==> config.mk <==
export PLATFORM = sky130hd
export DESIGN_NAME = tx_pulse_seq
export DESIGN_NICKNAME = d
export VERILOG_FILES = /design/src/rtl/tx_pulse_pkg.sv /design/src/rtl/tps_loader.sv /design/src/rtl/tps_table.sv /design/src/rtl/tps_sequencer.sv /design/src/rtl/tps_mixer.sv /design/src/rtl/tx_pulse_seq.sv
export SDC_FILE = /design/constraint.sdc
export NUM_CORES = 1
export LEC_CHECK = 0
export BUFFER_PORTS_ARGS = -buffer_cell sky130_fd_sc_hd__buf_2
export CORE_ASPECT_RATIO = 1.5
export CORE_MARGIN = 2
export CORE_UTILIZATION = 40
export DETAILED_ROUTE_END_ITERATION = 7
export SETUP_SLACK_MARGIN = 0.02
export SLEW_MARGIN = 10
export SYNTH_ARGS = -nofsm -noshare
export SYNTH_HDL_FRONTEND = slang
export SYNTH_SLANG_ARGS = --single-unit
==> constraint.sdc <==
create_clock -name clk -period 7 [get_ports clk]
set_input_delay 0.7 -clock clk [delete_from_list [all_inputs] [get_ports clk]]
set_output_delay 0.7 -clock clk [all_outputs]
set_load 0.005 [all_outputs]
==> src/rtl/tx_pulse_pkg.sv <==
// Shared types for the arbitrary transmit pulse sequencer.
// Assumes two's-complement samples and a two-bit code per stored mark.
package tx_pulse_pkg;

    // Sign code kept for each mark still contributing to the output.
    typedef enum logic [1:0] {
        MK_SPACE = 2'd0,
        MK_POS   = 2'd1,
        MK_NEG   = 2'd2
    } mark_e;

endpackage

==> src/rtl/tps_loader.sv <==
// Serial sample loader.
// Shifts bits in LSB first and emits one table write per completed sample.
// The target slot advances 0..N_SLOT-1 and wraps.
// Assumes load_start is level-sampled; it overrides a valid bit in the same cycle.
module tps_loader #(
    parameter int SAMP_W = 8,
    parameter int N_SLOT = 42,
    parameter int ADDR_W = 6
) (
    input  logic              clk,
    input  logic              rst_n,
    input  logic              load_start,
    input  logic              bit_vld,
    input  logic              bit_in,
    output logic              wr_en,
    output logic [ADDR_W-1:0] wr_addr,
    output logic [SAMP_W-1:0] wr_data
);
    localparam int CNT_W = $clog2(SAMP_W);
    localparam logic [CNT_W-1:0]  LAST_BIT  = CNT_W'(SAMP_W - 1);
    localparam logic [ADDR_W-1:0] LAST_SLOT = ADDR_W'(N_SLOT - 1);

    logic [SAMP_W-2:0] shreg;
    logic [CNT_W-1:0]  bit_cnt;
    logic [ADDR_W-1:0] ptr;

    // Write strobe for a completed sample; the newest bit is the MSB.
    always_comb begin
        wr_en   = bit_vld && !load_start && (bit_cnt == LAST_BIT);
        wr_addr = ptr;
        wr_data = {bit_in, shreg};
    end

    // Shift register, bit counter and slot pointer.
    always_ff @(posedge clk) begin
        if (!rst_n || load_start) begin
            shreg   <= '0;
            bit_cnt <= '0;
            ptr     <= '0;
        end else if (bit_vld) begin
            shreg <= {bit_in, shreg[SAMP_W-2:1]};
            if (bit_cnt == LAST_BIT) begin
                bit_cnt <= '0;
                ptr     <= (ptr == LAST_SLOT) ? '0 : ptr + 1'b1;
            end else begin
                bit_cnt <= bit_cnt + 1'b1;
            end
        end
    end

    // A completed sample moves the pointer to the following slot.
    p_ptr_step_r2: assert property (@(posedge clk) disable iff (!rst_n)
        wr_en |=> (ptr == (($past(ptr) == LAST_SLOT) ? '0 : $past(ptr) + 1'b1)));

    // A restart always returns the loader to slot 0.
    p_restart_r10: assert property (@(posedge clk) disable iff (!rst_n)
        load_start |=> (ptr == '0));

endmodule

==> src/rtl/tps_table.sv <==
// Sample table with a host-side staging copy and a playback copy.
// The staging copy holds every slot, including phase 14 of each interval.
// The playback copy holds only the 13 played phases.
// It is refreshed from the staging copy when commit is high.
// Assumes the tap phase index stays below PH_PER_UI.
module tps_table #(
    parameter int SAMP_W      = 8,
    parameter int SLOT_PER_UI = 14,
    parameter int PH_PER_UI   = 13,
    parameter int N_UI        = 3,
    parameter int ADDR_W      = 6,
    parameter int PH_W        = 4
) (
    input  logic                         clk,
    input  logic                         rst_n,
    input  logic                         wr_en,
    input  logic [ADDR_W-1:0]            wr_addr,
    input  logic [SAMP_W-1:0]            wr_data,
    input  logic [ADDR_W-1:0]            rd_addr,
    output logic [SAMP_W-1:0]            rd_data,
    input  logic                         commit,
    input  logic [PH_W-1:0]              tap_phase,
    output logic [N_UI-1:0][SAMP_W-1:0]  taps
);
    localparam int N_SLOT = SLOT_PER_UI * N_UI;

    logic [SAMP_W-1:0] stage_q [N_SLOT];
    logic [N_UI-1:0][PH_PER_UI-1:0][SAMP_W-1:0] play_q;

    // Host writes into the staging copy.
    always_ff @(posedge clk) begin
        if (!rst_n) begin
            for (int i = 0; i < N_SLOT; i++) stage_q[i] <= '0;
        end else if (wr_en && (int'(wr_addr) < N_SLOT)) begin
            stage_q[wr_addr] <= wr_data;
        end
    end

    // Readback of the staging copy; out-of-range slots read as zero.
    always_comb begin
        rd_data = '0;
        if (int'(rd_addr) < N_SLOT) rd_data = stage_q[rd_addr];
    end

    // Playback copy: one register per played phase, loaded at a bit boundary.
    generate
        for (genvar j = 0; j < N_UI; j++) begin : g_ui
            for (genvar p = 0; p < PH_PER_UI; p++) begin : g_ph
                always_ff @(posedge clk) begin
                    if (!rst_n)      play_q[j][p] <= '0;
                    else if (commit) play_q[j][p] <= stage_q[j*SLOT_PER_UI + p];
                end
            end
            // Tap of interval j at the current phase.
            assign taps[j] = play_q[j][tap_phase];
        end
    endgenerate

    // Playback samples change only on a commit.
    p_play_hold_r8: assert property (@(posedge clk) disable iff (!rst_n)
        !commit |=> $stable(play_q));

    // The tap phase never points at the unplayed slot.
    p_tap_range_r4: assert property (@(posedge clk) disable iff (!rst_n)
        int'(tap_phase) < PH_PER_UI);

endmodule

==> src/rtl/tps_sequencer.sv <==
// Phase counter and mark history.
// Counts PH_PER_UI phase steps per bit.
// Flags the closing step as the bit boundary, where the mark pair is captured.
// Shifts the N_UI-deep sign history at that boundary.
// Assumes phase_en is a one-cycle strobe and N_UI >= 2.
module tps_sequencer #(
    parameter int PH_PER_UI = 13,
    parameter int N_UI      = 3,
    parameter int PH_W      = 4
) (
    input  logic                   clk,
    input  logic                   rst_n,
    input  logic                   phase_en,
    input  logic                   mark_pos,
    input  logic                   mark_neg,
    output logic [PH_W-1:0]        phase,
    output logic                   boundary,
    output logic [N_UI-1:0][1:0]   hist
);
    import tx_pulse_pkg::*;

    localparam logic [PH_W-1:0] LAST_PH = PH_W'(PH_PER_UI - 1);

    mark_e new_mark;

    // Boundary strobe on the last phase step of the bit.
    assign boundary = phase_en && (phase == LAST_PH);

    // Encode the mark pair; both or neither asserted means no pulse.
    always_comb begin
        case ({mark_neg, mark_pos})
            2'b01:   new_mark = MK_POS;
            2'b10:   new_mark = MK_NEG;
            default: new_mark = MK_SPACE;
        endcase
    end

    // Phase counter.
    always_ff @(posedge clk) begin
        if (!rst_n)        phase <= '0;
        else if (boundary) phase <= '0;
        else if (phase_en) phase <= phase + 1'b1;
    end

    // Sign history: slot 0 is the current bit, higher slots are older.
    always_ff @(posedge clk) begin
        if (!rst_n) begin
            hist <= '0;
        end else if (boundary) begin
            hist[0] <= new_mark;
            for (int j = 1; j < N_UI; j++) hist[j] <= hist[j-1];
        end
    end

    // The phase counter stays inside one bit period.
    p_phase_range_r3: assert property (@(posedge clk) disable iff (!rst_n)
        int'(phase) < PH_PER_UI);

    // A positive-only mark at the boundary becomes the current sign.
    p_mark_pos_r5: assert property (@(posedge clk) disable iff (!rst_n)
        (boundary && mark_pos && !mark_neg) |=> (hist[0] == MK_POS));

    // Both marks high at the boundary is stored as a space.
    p_mark_both_r5: assert property (@(posedge clk) disable iff (!rst_n)
        (boundary && mark_pos && mark_neg) |=> (hist[0] == MK_SPACE));

    generate
        for (genvar j = 1; j < N_UI; j++) begin : g_chk
            // Each older sign moves one slot deeper per boundary.
            p_hist_shift_r6: assert property (@(posedge clk) disable iff (!rst_n)
                boundary |=> (hist[j] == $past(hist[j-1])));
        end
    endgenerate

endmodule

==> src/rtl/tps_mixer.sv <==
// Signed mixer.
// Applies each mark's sign to the matching tap, sums the N_UI terms,
// saturates to SAMP_W bits and registers the result on phase_en.
// Assumes taps and hist are stable during the cycle phase_en is high.
module tps_mixer #(
    parameter int SAMP_W = 8,
    parameter int N_UI   = 3,
    parameter int SUM_W  = 11
) (
    input  logic                         clk,
    input  logic                         rst_n,
    input  logic                         phase_en,
    input  logic [N_UI-1:0][1:0]         hist,
    input  logic [N_UI-1:0][SAMP_W-1:0]  taps,
    output logic [SAMP_W-1:0]            dac_code
);
    import tx_pulse_pkg::*;

    localparam int MAX_I = (1 << (SAMP_W - 1)) - 1;
    localparam int MIN_I = -(1 << (SAMP_W - 1));

    logic signed [SUM_W-1:0] acc;
    logic signed [SUM_W-1:0] term;
    logic [SAMP_W-1:0]       sat_code;

    // Signed sum of all still-active contributions.
    always_comb begin
        acc = '0;
        for (int j = 0; j < N_UI; j++) begin
            term = $signed({{(SUM_W-SAMP_W){taps[j][SAMP_W-1]}}, taps[j]});
            case (hist[j])
                MK_POS:  acc = acc + term;
                MK_NEG:  acc = acc - term;
                default: acc = acc;
            endcase
        end
    end

    // Clamp to the signed output range.
    always_comb begin
        if (int'(acc) > MAX_I)      sat_code = SAMP_W'(MAX_I);
        else if (int'(acc) < MIN_I) sat_code = SAMP_W'(MIN_I);
        else                        sat_code = acc[SAMP_W-1:0];
    end

    // Output register, loaded once per phase step.
    always_ff @(posedge clk) begin
        if (!rst_n)        dac_code <= '0;
        else if (phase_en) dac_code <= sat_code;
    end

    // Output holds between phase steps.
    p_out_hold_r9: assert property (@(posedge clk) disable iff (!rst_n)
        !phase_en |=> $stable(dac_code));

    // With no live marks the output is silent.
    p_space_zero_r5: assert property (@(posedge clk) disable iff (!rst_n)
        (phase_en && (hist == '0)) |=> (dac_code == '0));

endmodule

==> src/rtl/tx_pulse_seq.sv <==
// Arbitrary transmit pulse sequencer, top level.
// Connects the serial loader, the double-copy sample table, the phase/mark
// sequencer and the saturating mixer.
// Assumes phase_en is a one-cycle strobe at the sub-bit phase rate.
module tx_pulse_seq #(
    parameter int SAMP_W      = 8,
    parameter int SLOT_PER_UI = 14,
    parameter int PH_PER_UI   = 13,
    parameter int N_UI        = 3,
    parameter int ADDR_W      = $clog2(SLOT_PER_UI * N_UI)
) (
    input  logic              clk,
    input  logic              rst_n,
    input  logic              load_start,
    input  logic              load_bit_vld,
    input  logic              load_bit,
    input  logic [ADDR_W-1:0] rd_slot,
    output logic [SAMP_W-1:0] rd_sample,
    input  logic              phase_en,
    input  logic              mark_pos,
    input  logic              mark_neg,
    output logic [SAMP_W-1:0] dac_code
);
    localparam int N_SLOT = SLOT_PER_UI * N_UI;
    localparam int PH_W   = $clog2(PH_PER_UI);
    localparam int SUM_W  = SAMP_W + $clog2(N_UI) + 1;

    logic                         wr_en;
    logic [ADDR_W-1:0]            wr_addr;
    logic [SAMP_W-1:0]            wr_data;
    logic [PH_W-1:0]              phase;
    logic                         boundary;
    logic [N_UI-1:0][1:0]         hist;
    logic [N_UI-1:0][SAMP_W-1:0]  taps;

    tps_loader #(
        .SAMP_W (SAMP_W),
        .N_SLOT (N_SLOT),
        .ADDR_W (ADDR_W)
    ) u_loader (
        .clk        (clk),
        .rst_n      (rst_n),
        .load_start (load_start),
        .bit_vld    (load_bit_vld),
        .bit_in     (load_bit),
        .wr_en      (wr_en),
        .wr_addr    (wr_addr),
        .wr_data    (wr_data)
    );

    tps_table #(
        .SAMP_W      (SAMP_W),
        .SLOT_PER_UI (SLOT_PER_UI),
        .PH_PER_UI   (PH_PER_UI),
        .N_UI        (N_UI),
        .ADDR_W      (ADDR_W),
        .PH_W        (PH_W)
    ) u_table (
        .clk       (clk),
        .rst_n     (rst_n),
        .wr_en     (wr_en),
        .wr_addr   (wr_addr),
        .wr_data   (wr_data),
        .rd_addr   (rd_slot),
        .rd_data   (rd_sample),
        .commit    (boundary),
        .tap_phase (phase),
        .taps      (taps)
    );

    tps_sequencer #(
        .PH_PER_UI (PH_PER_UI),
        .N_UI      (N_UI),
        .PH_W      (PH_W)
    ) u_seq (
        .clk      (clk),
        .rst_n    (rst_n),
        .phase_en (phase_en),
        .mark_pos (mark_pos),
        .mark_neg (mark_neg),
        .phase    (phase),
        .boundary (boundary),
        .hist     (hist)
    );

    tps_mixer #(
        .SAMP_W (SAMP_W),
        .N_UI   (N_UI),
        .SUM_W  (SUM_W)
    ) u_mix (
        .clk      (clk),
        .rst_n    (rst_n),
        .phase_en (phase_en),
        .hist     (hist),
        .taps     (taps),
        .dac_code (dac_code)
    );

endmodule

After elaboration in Yosys (flattened, before gate mapping)
Memory sizes are Yosys's and may differ from the RTL's. A register that Yosys moved wholly into a read port is not among the register bits.
Index checks and enable logic that the tools add are counted.

operators by class
  add/sub/neg operators = 8
  $lt $le $gt $ge = 5
  equality and inequality tests = 11
  multiplexer cells = 22
  bitwise operators = 1
  reduce and logical (&&, ||, !) cells = 49

operators by type and width
  kind                                                                   number
  8-bit binary-select mux with 4-bit select                              3
  11-bit case mux with 2 select lines                                    3
  8-bit 2-to-1 mux                                                       7
  1-bit zero test                                                        41
  11-bit by 8-bit adder with 11-bit output                               2
  11-bit by 8-bit subtractor with 11-bit output                          2
  6-bit < comparator, second input constant                              2
  6-bit 2-to-1 mux                                                       2
  11-bit by 8-bit > comparator with 1-bit output, second input constant  1
  11-bit by 8-bit < comparator with 1-bit output, second input constant  1
  1-bit by 8-bit subtractor with 9-bit output, first input constant      1
  2-bit by 1-bit equality test with 1-bit output, second input constant  4
  2-bit equality test, second input constant                             4
  8-bit OR reduction                                                     1
  6-bit by 1-bit adder with 6-bit output, second input constant          1
  6-bit equality test, second input constant                             1
  4-bit by 5-bit < comparator with 1-bit output, second input constant   1
  1-bit 2-to-1 mux                                                       5
  4-bit by 1-bit adder with 4-bit output, second input constant          1
  4-bit equality test, second input constant                             1
  1-bit logical AND                                                      4
  2-bit case mux with 2 select lines                                     1
  3-bit by 1-bit adder with 3-bit output, second input constant          1
  3-bit equality test, second input constant                             1
  5 further kinds                                                        5

word-level totals
  register bits = 34
  bits in writable memories = 336
  output and inout bits = 16
  logic and storage cells = 105
  memories kept = 1

memory list
  name             depth  width  read ports  clocked after memory_dff  write ports  line             RTL
  u_table.stage_q  42     8      40          39                        42           tps_table.sv:27  logic [SAMP_W-1:0] stage_q [N_SLOT];

Longest topological paths before layout
Gate-level depths: netlist (run 1).

  word-level depth = 11
  gate-level depth with buffers = 31
  gate-level depth less buffers = 29

Modules after synthesis
A second synthesis (run 1) with hierarchy kept.

unflattened totals
  cell total of the unflattened synthesis = 2756
  area, all modules = 33305.7 sq um

by module, submodules not included
  module         instances  cells an instance  area each (sq um)  sequential area each (sq um)
  tps_table      1          2309               29883.7            16335.7
  tps_mixer      1          322                2273.4             160.2
  tps_loader     1          78                 715.7              320.3
  tps_sequencer  1          47                 432.9              200.2

Worst setup path before layout (run 1)
OpenSTA, ideal clock, no wires.

  path type = reg2reg
  from = reg u_seq.phase[0]
  to = reg u_mix.dac_code[6]
  arrival time = 5.724 ns
  data required time = 6.878 ns
  slack = 1.154 ns
  cell stages (with the launch flop) = 30
  path buffers = 2
  clock period less this slack = 5.846 ns
  cells stage by stage = dfxtp_1 buf_6 buf_12 mux4_2 o22ai_1 nor2_1 inv_1 ha_1 a21oi_1 or3_1 a21oi_1 ha_1 a21oi_1 o21bai_1 a31oi_1 a21boi_0 xnor2_1 mux2_2 ha_1 or2_2 a21oi_1 a21oi_1 o21ai_0 nor2_1 a22oi_1 a21oi_1 a2111oi_4 xnor2_2 or2_1 o2bb2ai_1

on the way
  cells in the longest elaborated chain, start to end = 11

ends and longest elaborated chain
  what                                                                                                       line                              RTL
  from (decl)                                                                                                tps_sequencer.sv:16               output logic [PH_W-1:0] phase,
  from (signal assigned)                                                                                     tps_sequencer.sv:42               else if (phase_en) phase <= phase + 1'b1;
  8-bit binary-select mux with 4-bit select                                                                  tps_table.sv:55                   assign taps[j] = play_q[j][tap_phase];
  8-bit 2-to-1 mux (not written as such)                                                                     tps_table.sv:55
  1-bit by 8-bit subtractor with 9-bit output                                                                tps_mixer.sv:33                   MK_NEG: acc = acc - term;
  11-bit case mux with 2 select lines                                                                        tps_mixer.sv:31                   case (hist[j])
  11-bit by 8-bit subtractor with 11-bit output or 11-bit by 8-bit adder with 11-bit output (tied branches)  tps_mixer.sv:33, tps_mixer.sv:32
  11-bit case mux with 2 select lines                                                                        tps_mixer.sv:31
  11-bit by 8-bit subtractor with 11-bit output or 11-bit by 8-bit adder with 11-bit output (tied branches)  tps_mixer.sv:33, tps_mixer.sv:32
  11-bit case mux with 2 select lines *                                                                      tps_mixer.sv:31
  11-bit by 8-bit < comparator with 1-bit output                                                             tps_mixer.sv:42                   else if (int'(acc) < MIN_I) sat_code = SAMP_W'(MIN_I);
  8-bit 2-to-1 mux                                                                                           tps_mixer.sv:42
  8-bit 2-to-1 mux *                                                                                         tps_mixer.sv:41                   if (int'(acc) > MAX_I) sat_code = SAMP_W'(MAX_I);
  to (signal assigned)                                                                                       tps_mixer.sv:49                   else if (phase_en) dac_code <= sat_code;
  to (decl)                                                                                                  tps_mixer.sv:15                   output logic [SAMP_W-1:0] dac_code

Every way passes the cells marked *; elsewhere a longest branch is shown, timed or not. The select of a mux whose other input is x is not followed.
A chain may end at the register's enable or synchronous reset.

Final worst setup path (run 1)
  from = reg u_seq.phase[1]
  to = reg u_mix.dac_code[6]

Same word-level chain as after synthesis.

==> results of run 1 <==
==> sequential cells by signal, indices dropped and copies added, names as in the netlist <==
| register | cells |
|---|---|
| u_loader.shreg | 7 |
| u_loader.wr_addr | 6 |
| u_table.stage_q | 336 |
| u_seq.hist | 6 |
| u_seq.phase | 4 |
| u_mix.dac_code | 8 |
| u_table.play_q | 312 |
| u_loader.bit_cnt | 3 |
==> path summary, 6_finish.rpt <==
check                                         from            endpoint  slack, ns  cells after the start
worst min-delay path                      mark_neg       u_seq.hist[1]       0.34                      3
worst max register to register      u_seq.phase[1]   u_mix.dac_code[6]       0.41                     29
worst min register to register  u_table.play_q[55]  u_table.play_q[55]       0.46                      2
worst max-delay path                u_seq.phase[1]   u_mix.dac_code[6]       0.41                     29
==> layout by cell type (no fill, tap or decap), drive strengths merged, types with 7 or more instances in the layout <==
| cell type | count |
|---|---|
| o211ai | 9 |
| a211oi | 10 |
| o22ai | 27 |
| nor2b | 12 |
| a22oi | 10 |
| nand3 | 12 |
| xor2 | 14 |
| nor3 | 12 |
| buf | 107 |
| nand2 | 681 |
| a21oi | 78 |
| dfxtp | 346 |
| inv | 39 |
| a21boi | 322 |
| ha | 33 |
| xnor2 | 25 |
| mux4 | 136 |
| mux2 | 8 |
| nor2 | 118 |
| a31oi | 13 |
| or3 | 7 |
| o221ai | 12 |
| and3 | 14 |
| a21o | 15 |
| mux2i | 72 |
| nand2b | 15 |
| clkbuf | 84 |
| o31ai | 7 |
| clkinv | 23 |
| o21ai | 76 |
| or2 | 16 |
| and2 | 332 |
| nand3b | 8 |
| edfxtp | 336 |
==> stage by stage <==
stage          cell area (sq um)  hold slack (ns)  instances  util, %
2_1_floorplan              32900            0.439       3084        -
3_3_place_gp               34000            0.449       4000     41.8
3_5_place_dp               34000            0.456       4000     41.8
4_1_cts                    36000            0.327       4114     44.3
5_1_grt                    36100            0.357       4118     44.4
6_report                   36100            0.345       4120     44.4
==> synthesized netlist by cell type (all sizes together), types with 13 or more instances <==
library cell / count
edfxtp: 336
and2: 332
a21o: 15
or2: 16
nor2: 118
mux2i: 72
mux4: 136
clkbuf: 191
inv: 36
xor2: 14
a31oi: 13
nand2: 681
o22ai: 27
nand2b: 15
xnor2: 25
a21oi: 78
o21ai: 76
dfxtp: 346
a21boi: 322
ha: 33
buf: 36
and3: 14
==> metal layers <==
layer	part of all wire, %	vias to the layer above	wire (um)	GRT usage, %
li1	-	10700	-	-
met1	37	11500	36300	26.2
met2	51	740	50700	41.7
met3	5.2	228	5160	3.22
met4	7.3	2	7230	15.4
met5	0.013	-	13	0
==> worst register-to-register path: cells and delay by family (launching register included) <==
family	cells	cell delay (ns)
buffers and inverters	4	0.67
XOR/XNOR	2	0.34
flip-flops	1	0.53
AO/OA/AOI/OAI	13	2.32
AND/OR/NAND/NOR	4	0.86
adder cells (fa/ha/maj)	3	1.09
multiplexers	3	0.65
==> cell families (layout without fill, tap and decap cells) <==
group           Yosys count  after routing  share of synthesized area, %
flops                   682            682                          51.8
simple gates           1239           1239                          17.5
compound gates          607            607                          13.0
fa+ha+maj                35             35                          1.38
xor+xnor                 39             39                          1.11
other cells               0              2                             0
mux                     216            216                          11.8
buf+inv                 266            260                          3.37
==> cell type report <==
class | count | area, sq um | share of cell area, %
antenna | 2 | 5.00 | 0.0139
clock buffer | 84 | 1730 | 4.78
clock inverter | 30 | 338 | 0.936
inverter | 39 | 146 | 0.406
multi-input combinational | 2136 | 14800 | 40.9
sequential | 682 | 17000 | 47.2
tap | 1040 | 1300 | 3.60
timing repair buffer | 107 | 787 | 2.18
==> timing repair <==
item,in CTS,in global routing
resized for setup,0,4
endpoints found under the setup margin,0,8
setup buffers,0,4
==> report_power, final <==
group | switching [mW] | internal (mW)
registers | 0.0697 | 4.28
clock network | 1.58 | 1.95
logic | 0.414 | 0.282
total | 2.06 | 6.52
==> results.cfg, run 1 <==
[run_status]
status = complete, no violations

[floorplan]
rows = 128
die_h_um = 355
io_pins = 30
start_util_pct = 40.4
dieArea_sq_um = 84600
die_w_um = 238
core-area_sq_um = 81400

[sta]
worst_pin_slew_ns = 1.29
hold_violations = 0
drv_slew = 0
finClkSkew_ns = 0.0248
tns_ns = 0
final-setup-viol-count = 0
fin_crit_sh_pct = 94.1
rsz0062_at_grt = false
clock.fmax_ghz = 0.152
layout_setup_ws_ns = 0.413
post-route-min-period_ns = 6.59
slew_headroom_pct = 13.7

[power]
ir_drop_mv = 0.197
p_total_mw = 8.58
leakagePower_nw = 12.0
pwr_density_cell_nw_per_um2 = 238

[place]
gp_congestion = 0.943
pre_cts_slack_ns = 0.191
hpwl_um = 69800
io_buffers = 29

[global_route]
grt_pass1_wl_um = 148000
grt_usage_pct = 23.5
grt-ovfl-total = 0
antenna_found_initial = 3
grt_pass1_vias = 23400
grt_max_degree = 216

[job]
maxCapViolCount = 0

[cts]
cts_hold_buffers = 0
cts_tree = done
root_buffer = clkbuf_16
numCtsBuffers = 61
worstSkewPairLatency_ns = 0.67
cts.clk_slew.worst_paths_ns = 0.07
clockBufferDepth = 3
cts_sinks = 682
cts_max_level = 2

[final_layout]
layout.nets = 3076
n_fill_cell = 7512
drive_gt1_share_pct = 12.7
area_growth_pct = 9.79

[critical_path]
path_max_fanout = 20
worst_path_max_delay_cell = dfxtp_4
worstPathArrival_ns = 7.14
crit_family = compound AO/OA/AOI/OAI gates
start_kind = flop
cpPeakStageDelay_ns = 0.53
critPathKind = reg2reg
end_kind = flop
worst-path-buf-inv = 4
cp.required_ns = 7.55

[yosys]
synth.top_cell.area_share_pct = 30.7
ys_seq_area_share_pct = 51.8
syn_area_sq_um = 32900
synth_cells = 3084
yosys.area.top_type = edfxtp_1
syn_nets = 3133
synthArstFlopShare_pct = 0
ys_ff_latch = 682
post_synth_main_area_contributors = edfxtp_1, dfxtp_1, mux4_2, nand2_1, a21boi_0
ys_warn_count = 0
avgSynthCellArea_sq_um = 10.7
synth_edf_count = 336
ys_types = 75
ys.flop_type = dfxtp_1

[drt]
via_per_inst = 5.62
via_count = 23200
drtPass1Iterations = 5
post_drt_wl_per_cell_um = 24.1
dr.first_iter.drc_count = 2006
antenna_left = 0
wirelength_um = 99500
drc = 0

[hold_path]
holdCritPathClass = in2reg
(Power assumes the default switching activity.)
==> run 2, diff against run 1 <==
- ABC_AREA: not set -> 1
- CAP_MARGIN: not set -> 25
==> run 2 against run 1 <==
  * Core utilization is essentially flat
  * Register-to-register slack gained 0.64 ns
  * Clock-buffer cell count grew 12
  * Total power grew 3.9%
  * Largest power group unchanged
  * Sequential cell count is the same
  * Fmax grew 11%
==> results.cfg, run 2 <==
[floorplan]
dieArea_sq_um = 81800
io_pins = 30
core-area_sq_um = 78700
die_w_um = 234
start_util_pct = 40.4
die_h_um = 349
rows = 126

[yosys]
synth.top_cell.area_share_pct = 31.7
synthArstFlopShare_pct = 0
syn_nets = 3985
ys_warn_count = 0
yosysMostFrequentCell = nor2_1
ys_seq_area_share_pct = 53.5
post_synth_main_area_contributors = edfxtp_1, dfxtp_1, nor2_1, o21ai_0, nand2_1
syn_area_sq_um = 31800
synth_edf_count = 336
ys_types = 49
ys_ff_latch = 682
synth_common_cells = nor2_1, o21ai_0, nand2_1
synth_cells = 3936
yosys.area.top_type = edfxtp_1
avgSynthCellArea_sq_um = 8.08
ys.flop_type = dfxtp_1

[cts]
post-cts-setup-buffers = 0
clockBufferDepth = 3
root_buffer = clkbuf_16
cts_sinks = 682
worstSkewPairLatency_ns = 0.63
cts_tree = done
cts.clk_slew.worst_paths_ns = 0.06
cts_hold_buffers = 0
numCtsBuffers = 68
cts_max_level = 3
cts_resized = 0

[sta]
worst_pin_slew_ns = 1.13
rsz0062_at_grt = false
finClkSkew_ns = 0.0273
post-route-min-period_ns = 5.95
final-setup-viol-count = 0
fin_crit_sh_pct = 85.0
drv_slew = 0
slew_headroom_pct = 24.1
hold_violations = 0
clock.fmax_ghz = 0.168
layout_setup_ws_ns = 1.05
tns_ns = 0

[place]
io_buffers = 29
hpwl_um = 72300
gp_congestion = 0.902
pre_cts_slack_ns = 1.12

[final_layout]
mostFrequentLayoutCell = nor2_1
largest_register_ffs = 336
top_regs = u_table.stage_q x336, u_table.play_q x312, u_mix.dac_code x8
antenna_cells = 0
drive_gt1_share_pct = 6.62
top_register = u_table.stage_q
layout.nets = 3875
layout_common_cells = nor2_1, o21ai_0, nand2_1
area_growth_pct = 9.68

[power]
p_total_mw = 8.91
pwr_density_cell_nw_per_um2 = 255
ir_drop_mv = 0.153
leakagePower_nw = 12.8

[critical_path]
worst_path_max_delay_cell = fa_1
path_max_fanout = 23
worstPathArrival_ns = 6.50
cpMostUsedCell = nand2_1
critPathKind = reg2reg
start_kind = flop
end_kind = flop
cpPeakStageDelay_ns = 0.45
cp.required_ns = 7.56

[global_route]
antenna_found_initial = 2
grt_pass1_vias = 25500
grt_pass1_wl_um = 157000
grt-ovfl-total = 0
grt_max_degree = 166
grt_usage_pct = 25.8

[drt]
dr.first_iter.drc_count = 2566
drtPass1Iterations = 6
via_per_inst = 5.50
post_drt_wl_per_cell_um = 21.6
wirelength_um = 106000
antenna_left = 0
drc = 0
via_count = 27000

[job]
maxCapViolCount = 0

[run_status]
status = complete, no violations

[hold_path]
holdCritPathClass = in2reg
[run 2: cell count changes in the layout (fill, tap and decap cells not counted), sizes merged, moves of 67 or more]
cell,delta
a21boi,-322
and2,-332
inv,+171
mux2i,-67
mux4,-136
nand2,-234
nand3,+97
nor2,+1053
o21ai,+555
[run 2: metrics by stage]
| stage | instance area (sq um) | instances | hold WS [ns] | utilization, % |
|---|---|---|---|---|
| after floorplan | 31800 | 3936 | 0.429 | - |
| after global placement | 32600 | 4775 | 0.439 | 41.4 |
| after detailed placement | 32600 | 4778 | 0.444 | 41.5 |
| after CTS | 34900 | 4904 | 0.386 | 44.3 |
| after global routing | 34900 | 4906 | 0.444 | 44.4 |
| final | 34900 | 4906 | 0.420 | 44.4 |
[run 2: per-layer routing]
| metal | up-vias | track usage, % | share of wire, % |
|---|---|---|---|
| met4 | 4 | 15.4 | 6.5 |
| met3 | 283 | 3.71 | 6.5 |
| met2 | 968 | 45.0 | 50 |
| met1 | 12800 | 29.7 | 37 |
| met5 | - | 0 | 0.027 |
| li1 | 12900 | - | - |
[run 2: path summary, 6_finish.rpt]
path / end / slack, ns / from / depth (start not counted)
setup / recovery: u_mix.dac_code[6] / 1.05 / u_seq.phase[1] / 36
hold reg to reg: u_table.play_q[28] / 0.45 / u_table.play_q[28] / 2
setup reg to reg: u_mix.dac_code[6] / 1.05 / u_seq.phase[1] / 36
hold / removal: u_seq.hist[0] / 0.42 / mark_neg / 4
[run 2: logic make-up after synthesis]
kind of cell | synth area share, %
AND/OR/NAND/NOR | 21.6
XOR/XNOR | 0.578
AO/OA/AOI/OAI | 16.3
flip-flops | 53.5
multiplexers | 0.169
buffers and inverters | 6.40
adder cells (fa/ha/maj) | 1.42
[run 2: cell type report]
type | count | area (sq um)
Inverter | 206 | 783
Clock buffer | 96 | 1960
Fill cell | 7808 | 43800
Multi-Input combinational cell | 2772 | 12800
Sequential cell | 682 | 17000
Tap cell | 1024 | 1280
Clock inverter | 30 | 282
Timing Repair Buffer | 96 | 782
[run 2: worst max-delay path, delay by kind of cell, from the launching register on]
family | cells | cell delay, ns
adder cells (fa/ha/maj) | 3 | 1.03
buffers and inverters | 5 | 0.68
flip-flops | 1 | 0.32
AO/OA/AOI/OAI | 9 | 1.57
XOR/XNOR | 1 | 0.17
AND/OR/NAND/NOR | 18 | 2.11
[run 2: where the power goes]
| part | switching (mW) | internal [mW] |
|---|---|---|
| registers | 0.0544 | 4.27 |
| logic | 0.606 | 0.231 |
| clock network | 1.63 | 2.12 |
